$ cat config.mk
export PLATFORM = sky130hd
export DESIGN_NAME = flash_ctl_regs
export DESIGN_NICKNAME = d
export VERILOG_FILES = /design/src/rtl/flash_ctl_pkg.sv /design/src/rtl/fctl_keygate.sv /design/src/rtl/fctl_mode_reg.sv /design/src/rtl/fctl_clk_cfg.sv /design/src/rtl/fctl_status_reg.sv /design/src/rtl/flash_ctl_regs.sv
export SDC_FILE = /design/constraint.sdc
export NUM_CORES = 1
export LEC_CHECK = 0
export BUFFER_PORTS_ARGS = -buffer_cell sky130_fd_sc_hd__buf_2
export CORE_MARGIN = 3
export CORE_UTILIZATION = 49
export CTS_BUF_LIST = sky130_fd_sc_hd__clkbuf_16
export CTS_CLUSTER_SIZE = 16
export DETAILED_ROUTE_END_ITERATION = 6
export HOLD_SLACK_MARGIN = 0.1
export PLACE_DENSITY_LB_ADDON = 0.12
export REMOVE_ABC_BUFFERS = 1
export SYNTH_ARGS = -nofsm -noshare
export SYNTH_HDL_FRONTEND = slang
export SYNTH_SLANG_ARGS = --single-unit
$ cat constraint.sdc
create_clock -name clk -period 1.9 [get_ports clk]
set_input_delay 0.095 -clock clk [delete_from_list [all_inputs] [get_ports clk]]
set_output_delay 0.095 -clock clk [all_outputs]
set_load 0.02 [all_outputs]
$ cat src/rtl/flash_ctl_pkg.sv
package flash_ctl_pkg;

   typedef enum logic [2:0] {
      MODE_READ       = 3'd0,
      MODE_WORD_WR    = 3'd1,
      MODE_BLOCK_WR   = 3'd2,
      MODE_SEG_ERASE  = 3'd3,
      MODE_MAIN_ERASE = 3'd4,
      MODE_ALL_ERASE  = 3'd5,
      MODE_GLB_MAIN   = 3'd6,
      MODE_GLB_ALL    = 3'd7
   } fmode_e;

   typedef struct packed {
      logic blk;
      logic wr;
      logic gm;
      logic me;
      logic er;
   } mode_bits_t;

   // bit positions inside the lower byte
   localparam int P_BLK   = 7;
   localparam int P_WR    = 6;
   localparam int P_GM    = 3;
   localparam int P_ME    = 2;
   localparam int P_ER    = 1;
   localparam int P_LOCKA = 6;
   localparam int P_EMEX  = 5;
   localparam int P_LOCK  = 4;
   localparam int P_WAIT  = 3;
   localparam int P_ACCV  = 2;
   localparam int P_KEYV  = 1;
   localparam int P_BUSY  = 0;

endpackage

$ cat src/rtl/fctl_keygate.sv
module fctl_keygate #(
   parameter int                ADDR_W = 2,
   parameter int                N_REG  = 3,
   parameter int                KEY_W  = 8,
   parameter logic [KEY_W-1:0]  WR_KEY = 8'hA5
) (
   input  logic              bus_we,
   input  logic [ADDR_W-1:0] bus_addr,
   input  logic [KEY_W-1:0]  key_i,
   output logic [N_REG-1:0]  stb_o,
   output logic              bad_o
);

   logic key_ok;
   assign key_ok = (key_i == WR_KEY);
   assign bad_o  = bus_we && !key_ok;

   for (genvar g = 0; g < N_REG; g++) begin : g_stb
      assign stb_o[g] = bus_we && key_ok && (bus_addr == ADDR_W'(g));
   end

endmodule

$ cat src/rtl/fctl_mode_reg.sv
module fctl_mode_reg
   import flash_ctl_pkg::*;
(
   input  logic       clk,
   input  logic       rst_n,
   input  logic       we_i,
   input  logic       clr_i,
   input  mode_bits_t wd_i,
   output mode_bits_t bits_o,
   output fmode_e     mode_o
);

   mode_bits_t bits_q;

   always_ff @(posedge clk or negedge rst_n) begin
      if (!rst_n)     bits_q <= '0;
      else if (clr_i) bits_q <= '0;
      else if (we_i)  bits_q <= wd_i;
   end

   always_comb begin
      mode_o = MODE_READ;
      if (bits_q.wr)
         mode_o = bits_q.blk ? MODE_BLOCK_WR : MODE_WORD_WR;
      else if (bits_q.me) begin
         if (bits_q.gm) mode_o = bits_q.er ? MODE_GLB_ALL : MODE_GLB_MAIN;
         else           mode_o = bits_q.er ? MODE_ALL_ERASE : MODE_MAIN_ERASE;
      end else if (bits_q.er)
         mode_o = MODE_SEG_ERASE;
   end

   assign bits_o = bits_q;


   mode_clr_chk: assert property (@(posedge clk) disable iff (!rst_n)
      clr_i |=> (bits_q == '0));

   mode_hold_chk: assert property (@(posedge clk) disable iff (!rst_n)
      (!we_i && !clr_i) |=> $stable(bits_q));

endmodule

$ cat src/rtl/fctl_clk_cfg.sv
module fctl_clk_cfg #(
   parameter int N_SRC = 3,
   parameter int SEL_W = 2,
   parameter int DIV_W = 6
) (
   input  logic             clk,
   input  logic             rst_n,
   input  logic             we_i,
   input  logic [SEL_W-1:0] sel_wd_i,
   input  logic [DIV_W-1:0] div_wd_i,
   input  logic [N_SRC-1:0] src_stb_i,
   output logic [SEL_W-1:0] sel_o,
   output logic [DIV_W-1:0] div_o,
   output logic             tick_o
);

   if (N_SRC < 1 || N_SRC > (1 << SEL_W)) begin : g_bad_src
      $error("fctl_clk_cfg: N_SRC must fit the select field");
   end

   logic [SEL_W-1:0] sel_q;
   logic [DIV_W-1:0] div_q;
   logic [DIV_W-1:0] cnt_q;
   logic             tick_q;
   logic             pick;

   always_comb begin
      pick = src_stb_i[N_SRC-1];
      for (int i = 0; i < N_SRC; i++)
         if (sel_q == SEL_W'(i)) pick = src_stb_i[i];
   end

   always_ff @(posedge clk or negedge rst_n) begin
      if (!rst_n) begin
         sel_q  <= '0;
         div_q  <= '0;
         cnt_q  <= '0;
         tick_q <= 1'b0;
      end else if (we_i) begin
         sel_q  <= sel_wd_i;
         div_q  <= div_wd_i;
         cnt_q  <= '0;
         tick_q <= 1'b0;
      end else if (pick) begin
         if (cnt_q >= div_q) begin
            cnt_q  <= '0;
            tick_q <= 1'b1;
         end else begin
            cnt_q  <= cnt_q + 1'b1;
            tick_q <= 1'b0;
         end
      end else begin
         tick_q <= 1'b0;
      end
   end

   assign sel_o  = sel_q;
   assign div_o  = div_q;
   assign tick_o = tick_q;


   tick_idle_chk: assert property (@(posedge clk) disable iff (!rst_n)
      (!we_i && !pick) |=> !tick_q);

   tick_cnt_chk: assert property (@(posedge clk) disable iff (!rst_n)
      tick_q |-> (cnt_q == '0));

endmodule

$ cat src/rtl/fctl_status_reg.sv
module fctl_status_reg #(
   parameter logic LOCK_RST = 1'b1
) (
   input  logic clk,
   input  logic rst_n,
   input  logic we_i,
   input  logic bad_key_i,
   input  logic wd_locka_i,
   input  logic wd_emex_i,
   input  logic wd_lock_i,
   input  logic wd_accv_i,
   input  logic wd_keyv_i,
   input  logic acc_viol_i,
   output logic locka_o,
   output logic emex_o,
   output logic lock_o,
   output logic accv_o,
   output logic keyv_o,
   output logic emex_clr_o
);

   logic locka_q, emex_q, lock_q, accv_q, keyv_q;

   always_ff @(posedge clk or negedge rst_n) begin
      if (!rst_n) begin
         locka_q <= 1'b0;
         emex_q  <= 1'b0;
         lock_q  <= LOCK_RST;
         accv_q  <= 1'b0;
         keyv_q  <= 1'b0;
      end else begin
         if (we_i) begin
            lock_q  <= wd_lock_i;
            emex_q  <= wd_emex_i;
            locka_q <= locka_q ^ wd_locka_i;
            keyv_q  <= keyv_q & wd_keyv_i;
         end else if (bad_key_i) begin
            keyv_q  <= 1'b1;
         end
         if (acc_viol_i)  accv_q <= 1'b1;
         else if (we_i)   accv_q <= wd_accv_i;
      end
   end

   assign locka_o    = locka_q;
   assign emex_o     = emex_q;
   assign lock_o     = lock_q;
   assign accv_o     = accv_q;
   assign keyv_o     = keyv_q;
   assign emex_clr_o = we_i && wd_emex_i;


   keyv_set_chk: assert property (@(posedge clk) disable iff (!rst_n)
      bad_key_i |=> keyv_q);

   keyv_hold_chk: assert property (@(posedge clk) disable iff (!rst_n)
      (keyv_q && !(we_i && !wd_keyv_i)) |=> keyv_q);

   locka_hold_chk: assert property (@(posedge clk) disable iff (!rst_n)
      !(we_i && wd_locka_i) |=> $stable(locka_q));

   accv_rise_chk: assert property (@(posedge clk) disable iff (!rst_n)
      $rose(accv_q) |-> ($past(acc_viol_i) || $past(we_i)));

endmodule

$ cat src/rtl/flash_ctl_regs.sv
module flash_ctl_regs
   import flash_ctl_pkg::*;
#(
   parameter int               DATA_W   = 16,
   parameter int               ADDR_W   = 2,
   parameter int               N_SRC    = 3,
   parameter logic [7:0]       WR_KEY   = 8'hA5,
   parameter logic [7:0]       RD_KEY   = 8'h96,
   parameter logic             LOCK_RST = 1'b1
) (
   input  logic              clk,
   input  logic              rst_n,
   input  logic              bus_we,
   input  logic [ADDR_W-1:0] bus_addr,
   input  logic [DATA_W-1:0] bus_wdata,
   output logic [DATA_W-1:0] bus_rdata,
   input  logic              seq_busy_i,
   input  logic              seq_wait_i,
   input  logic              acc_viol_i,
   input  logic              acc_irq_en_i,
   input  logic [N_SRC-1:0]  src_stb_i,
   output logic [2:0]        mode_o,
   output logic [1:0]        clk_sel_o,
   output logic [5:0]        div_o,
   output logic              ftg_tick_o,
   output logic              lock_o,
   output logic              seg_a_lock_o,
   output logic              emer_exit_o,
   output logic              acc_irq_o
);

   localparam int LO_W  = DATA_W / 2;
   localparam int N_REG = 3;

   if (DATA_W != 16) begin : g_bad_width
      $error("flash_ctl_regs: DATA_W must be 16");
   end
   if ((1 << ADDR_W) < N_REG) begin : g_bad_addr
      $error("flash_ctl_regs: ADDR_W too narrow for the register count");
   end

   logic [N_REG-1:0] stb;
   logic             bad_key;
   logic [LO_W-1:0]  wd;
   mode_bits_t       mode_wd, mode_bits;
   fmode_e           mode_dec;
   logic             locka, emex, lock, accv, keyv, emex_clr;

   assign wd = bus_wdata[LO_W-1:0];

   fctl_keygate #(.ADDR_W(ADDR_W), .N_REG(N_REG), .KEY_W(DATA_W-LO_W), .WR_KEY(WR_KEY))
   u_keygate (
      .bus_we   (bus_we),
      .bus_addr (bus_addr),
      .key_i    (bus_wdata[DATA_W-1:LO_W]),
      .stb_o    (stb),
      .bad_o    (bad_key)
   );

   assign mode_wd = '{blk: wd[P_BLK], wr: wd[P_WR], gm: wd[P_GM], me: wd[P_ME], er: wd[P_ER]};

   fctl_mode_reg u_mode (
      .clk    (clk),
      .rst_n  (rst_n),
      .we_i   (stb[0]),
      .clr_i  (emex_clr),
      .wd_i   (mode_wd),
      .bits_o (mode_bits),
      .mode_o (mode_dec)
   );

   fctl_clk_cfg #(.N_SRC(N_SRC), .SEL_W(2), .DIV_W(6)) u_clk (
      .clk       (clk),
      .rst_n     (rst_n),
      .we_i      (stb[1]),
      .sel_wd_i  (wd[7:6]),
      .div_wd_i  (wd[5:0]),
      .src_stb_i (src_stb_i),
      .sel_o     (clk_sel_o),
      .div_o     (div_o),
      .tick_o    (ftg_tick_o)
   );

   fctl_status_reg #(.LOCK_RST(LOCK_RST)) u_status (
      .clk        (clk),
      .rst_n      (rst_n),
      .we_i       (stb[2]),
      .bad_key_i  (bad_key),
      .wd_locka_i (wd[P_LOCKA]),
      .wd_emex_i  (wd[P_EMEX]),
      .wd_lock_i  (wd[P_LOCK]),
      .wd_accv_i  (wd[P_ACCV]),
      .wd_keyv_i  (wd[P_KEYV]),
      .acc_viol_i (acc_viol_i),
      .locka_o    (locka),
      .emex_o     (emex),
      .lock_o     (lock),
      .accv_o     (accv),
      .keyv_o     (keyv),
      .emex_clr_o (emex_clr)
   );

   always_comb begin
      logic [LO_W-1:0] lo;
      lo = '0;
      case (bus_addr)
         ADDR_W'(0): begin
            lo[P_BLK] = mode_bits.blk;
            lo[P_WR]  = mode_bits.wr;
            lo[P_GM]  = mode_bits.gm;
            lo[P_ME]  = mode_bits.me;
            lo[P_ER]  = mode_bits.er;
         end
         ADDR_W'(1): lo = {clk_sel_o, div_o};
         ADDR_W'(2): begin
            lo[P_LOCKA] = locka;
            lo[P_EMEX]  = emex;
            lo[P_LOCK]  = lock;
            lo[P_WAIT]  = seq_wait_i;
            lo[P_ACCV]  = accv;
            lo[P_KEYV]  = keyv;
            lo[P_BUSY]  = seq_busy_i;
         end
         default: lo = '0;
      endcase
      bus_rdata = {RD_KEY, lo};
   end

   assign mode_o       = mode_dec;
   assign lock_o       = lock;
   assign seg_a_lock_o = locka;
   assign emer_exit_o  = emex;
   assign acc_irq_o    = accv && acc_irq_en_i;


   stb_onehot_chk: assert property (@(posedge clk) disable iff (!rst_n)
      $onehot0(stb));

   irq_gate_chk: assert property (@(posedge clk) disable iff (!rst_n)
      !acc_irq_en_i |-> !acc_irq_o);

endmodule

==> implementation parameters <==
Parameter                              Value

Yosys
  Number of warning messages in the yosys log    0
  Number of distinct library cells after synthesis    39
  Post-synthesis cell area    0.001614 sq mm
  Number of synthesized register bits    25
  Post-synthesis average cell area    10.35 sq um
  Portion of the post-synthesis area used by sequential elements    0.3884
  Synthesized instance count    156

Setup path
  Highest net fanout along the worst path    8
  Crit. End Element    flop
  Cell breakdown of the critical path    inv_1 -> ha_1 -> nand2b_1 -> a21oi_1 -> o221a_4 -> nand3_2 -> o31ai_1
  End of the worst register-to-register path    u_clk.cnt_q[5]
  CP max-delay cell    sky130_fd_sc_hd__dfrtp_1
  CP Launch Type    flop
  Path length in cells of the critical path    7
  Origin of the critical flop-to-flop path    u_clk.cnt_q[0]
  Kind of critical path    reg -> reg
  Depth of the worst register-to-register path    7
  Startpoint of the worst setup timing path    u_clk.cnt_q[0]
  Arrival time of data at the critical path endpoint    1.94 ns
  Reg2reg setup slack    ~0.12 ns
  Cell type group with the largest total delay on the critical path    compound AO/OA/AOI/OAI gates
  Worst EP required    2.06 ns
  Crit path buffers/inverters    1
  Worst setup endpoint    u_clk.cnt_q[5]
  Worst stage delay on the critical path    0.39 ns

STA
  Final Hold Violating Endpoints    0
  Clock Skews    0.001924 ns
  Post-Route Hold Slack    0.1073 ns
  Post-layout worst setup margin    0.1226 ns
  Part of the cycle the worst path needs    0.9355
  Fin. max-slew vios    0
  Actual slew at the worst max-slew pin    between 0.5 and 0.6 ns
  Setup repair after global routing missed its margin    no
  Final setup violation count    0
  Setup TNS Final    0 ns
  Slew headroom    0.6268
  Upper clock frequency limit    approximately 560 MHz
  Final critical-path required period    1.777 ns

Floorplan
  Die height    around 63 microns
  Initial Utilization    0.5202
  Number of top-level pins    60
  Width of the chip    between 60 and 70 microns
  Placeable Area    0.003103 sq mm
  Area enclosed by the die boundary    0.004019 sq mm
  Std-Cell Rows    20

GRT
  Number of antenna violations at the first check in global routing    0
  Sum of overflow across all layers after global routing    0
  First-pass GRT wire length    between 6 and 7 mm
  Maximum number of pins on one net before global-route repair    26
  Via count of the first global-routing pass    1399
  GRT Util Overall    0.2002

Detailed routing
  DR vias    around 1.4k
  DRC viols    0
  Post-detailed-route wirelength per cell    14.75 microns
  First drt pass iteration count    5
  Count of routing violations after the opening detailed-route iteration    111
  Final wirelength    3.791 mm
  Average via count per standard cell    5.331
  Number of antenna-violating nets in the routed design    0

Clocking
  Skew-Pair Late Insertion Delay    0.26 ns
  CTS buffer count    3
  Clock Root Buffer    sky130_fd_sc_hd__clkbuf_16
  Clk sink count    25
  Number of buffers on the longest clock path    2
  Post-CTS repair timing setup buffer count    0
  Clock tree from TritonCTS    built
  Post-CTS clock slew at the launch and capture registers of the worst setup and hold paths    ~0.060 ns
  Number of H-tree branching levels    1

Min path
  Type of the tightest min-delay check    in -> reg

Placed design
  Final estimated routing congestion in global placement    0.8218
  Worst-case setup slack after placement    0.08602 ns
  Number of input and output port buffers inserted    51
  Detail Placement HPWL    2.910 mm

Cells and area
  Syn-to-layout area delta    25.58%
  Number of filler cells placed in the layout    approximately 270
  NumNets Final    253
  Layout cells sized above 1    0.3568
  Antenna fix cells    0
  Area of the multi-input gates    a little over 900 sq um
  Register cell area after layout    626.9 sq um

Outcome
  Status    finished clean

Job
  Number of violations of the max-capacitance limit    0

Power
  Leakage power    roughly 1.1 nW
  Overall power of the completed layout    1.189 mW
  Pwr per Cell Area    586.4 mW/mm^2
  VDD IR max    0.4312 mV
[metal layers]
layer	GRT usage	routed length, microns
met2	0.3377	1892
met5	0	0
met3	0.03387	234
met4	0.06469	21
met1	0.2603	1642
[cell usage in the layout, fill, tap and decap left out, types with 5 or more instances in the layout]
| cell type | instances |
|---|---|
| sky130_fd_sc_hd__buf_2 | 51 |
| sky130_fd_sc_hd__conb_1 | 8 |
| sky130_fd_sc_hd__dfrtp_1 | 24 |
| sky130_fd_sc_hd__dlygate4sd3_1 | 6 |
| sky130_fd_sc_hd__ha_1 | 11 |
| sky130_fd_sc_hd__inv_1 | 11 |
| sky130_fd_sc_hd__mux2_2 | 7 |
| sky130_fd_sc_hd__mux2i_1 | 7 |
| sky130_fd_sc_hd__nand2_1 | 11 |
| sky130_fd_sc_hd__nor2_1 | 11 |
| sky130_fd_sc_hd__nor2b_1 | 5 |
| sky130_fd_sc_hd__o21ai_0 | 6 |
[worst reg2reg max path: cells and delay by family (launching register included)]
kind	cells	cell delay, ns
AOI/OAI and AO/OA	3	0.67
adders and majority gates	1	0.27
buffers and inverters	1	0.08
DFF	1	0.39
and+or+nand+nor	2	0.27
[flip-flops by register name, summed over array words and instances, names as in the netlist]
register and count:
u_clk.tick_o 1, u_mode.bits_o 5, u_status.emex_o 1, u_clk.cnt_q 6, u_clk.div_o 6, u_clk.sel_o 2
u_status.locka_o 1, u_status.keyv_o 1, u_status.lock_o 1, u_status.accv_o 1
[worst min-delay path by stage]
stage	from	end	slack [ns]	cells after the start
floorplan	rst_n	u_clk.cnt_q[0]	-0.20	0
global placement	rst_n	u_clk.sel_o[0]	0.12	1
detailed placement	rst_n	u_clk.sel_o[0]	0.12	1
CTS	bus_wdata[1]	u_clk.div_o[1]	0.11	2
global route	bus_wdata[1]	u_clk.div_o[1]	0.12	2
finish	bus_wdata[1]	u_clk.div_o[1]	0.11	2
[cell usage after synthesis, drive strengths merged]
cell type  count  area [sq um]
nand2b         2         12.51
a222oi         4         40.04
xnor2          1         8.760
o21a           2         15.01
mux2i          7         70.07
a22o           1         8.760
o221a          1         11.26
a21oi          4         20.02
a21o           1         7.510
a32oi          4         35.03
nand4          2         12.51
a211o          1         8.760
or2            1         6.260
nand2         12         52.55
nand3          7         50.05
inv           10         37.54
o21ai          7         38.79
mux2           7         78.83
nand4bb        2         55.05
a22oi          3         22.52
ha            11         137.6
buf           10         76.32
a21boi         2         15.01
dfstp          1         26.28
conb           2         7.510
and2           5         33.78
dfrtp         24         600.6
nor2          13         67.57
nor2b          5         31.28
clkbuf         1         3.750
o31ai          3         22.52
[power by group]
group	leakage [nW]	internal (mW)	switching (mW)
clock	0.0423	0.281	0.185
combinational	0.711	0.0706	0.102
sequential	0.333	0.542	0.00852
[logic make-up (layout without fill, tap and decap cells)]
kind of cell / Yosys count / count (layout) / synth area share
AND/OR/NAND/NOR: 49 / 49 / 0.1992
buffers and inverters: 21 / 72 / 0.07287
AO/OA/AOI/OAI: 33 / 33 / 0.1519
adder cells (fa/ha/maj): 11 / 11 / 0.08527
flip-flops: 25 / 25 / 0.3884
multiplexers: 14 / 14 / 0.09225
XOR/XNOR: 1 / 1 / 0.005427
other: 2 / 8 / 0.004653
[cell type report]
| class | instances | share of cell area |
|---|---|---|
| Sequential cell | 25 | 0.3093 |
| Clock buffer | 3 | 0.03704 |
| Clock inverter | 1 | 0.001852 |
| Timing Repair Buffer | 58 | 0.1593 |
| Multi-Input combinational cell | 116 | 0.4469 |
| Tap cell | 44 | 0.02716 |
| Inverter | 10 | 0.01852 |
[metrics by stage]
| step | std cells | utilization | instance area, sq um |
|---|---|---|---|
| 2_1_floorplan | 151 | - | 1556 |
| 3_3_place_gp | 247 | 0.6040 | 1874 |
| 3_5_place_dp | 247 | 0.6040 | 1874 |
| 4_1_cts | 257 | 0.6488 | 2013 |
| 5_1_grt | 257 | 0.6532 | 2027 |
| 6_report | 257 | 0.6532 | 2027 |
[timing repair]
item,in CTS,in global routing
setup endpoints to repair,0,3
endpoints found under the hold margin,30,0
hold buffers,6,0
gates resized for setup,0,2
Note: power is estimated with default switching activity, not from simulation.
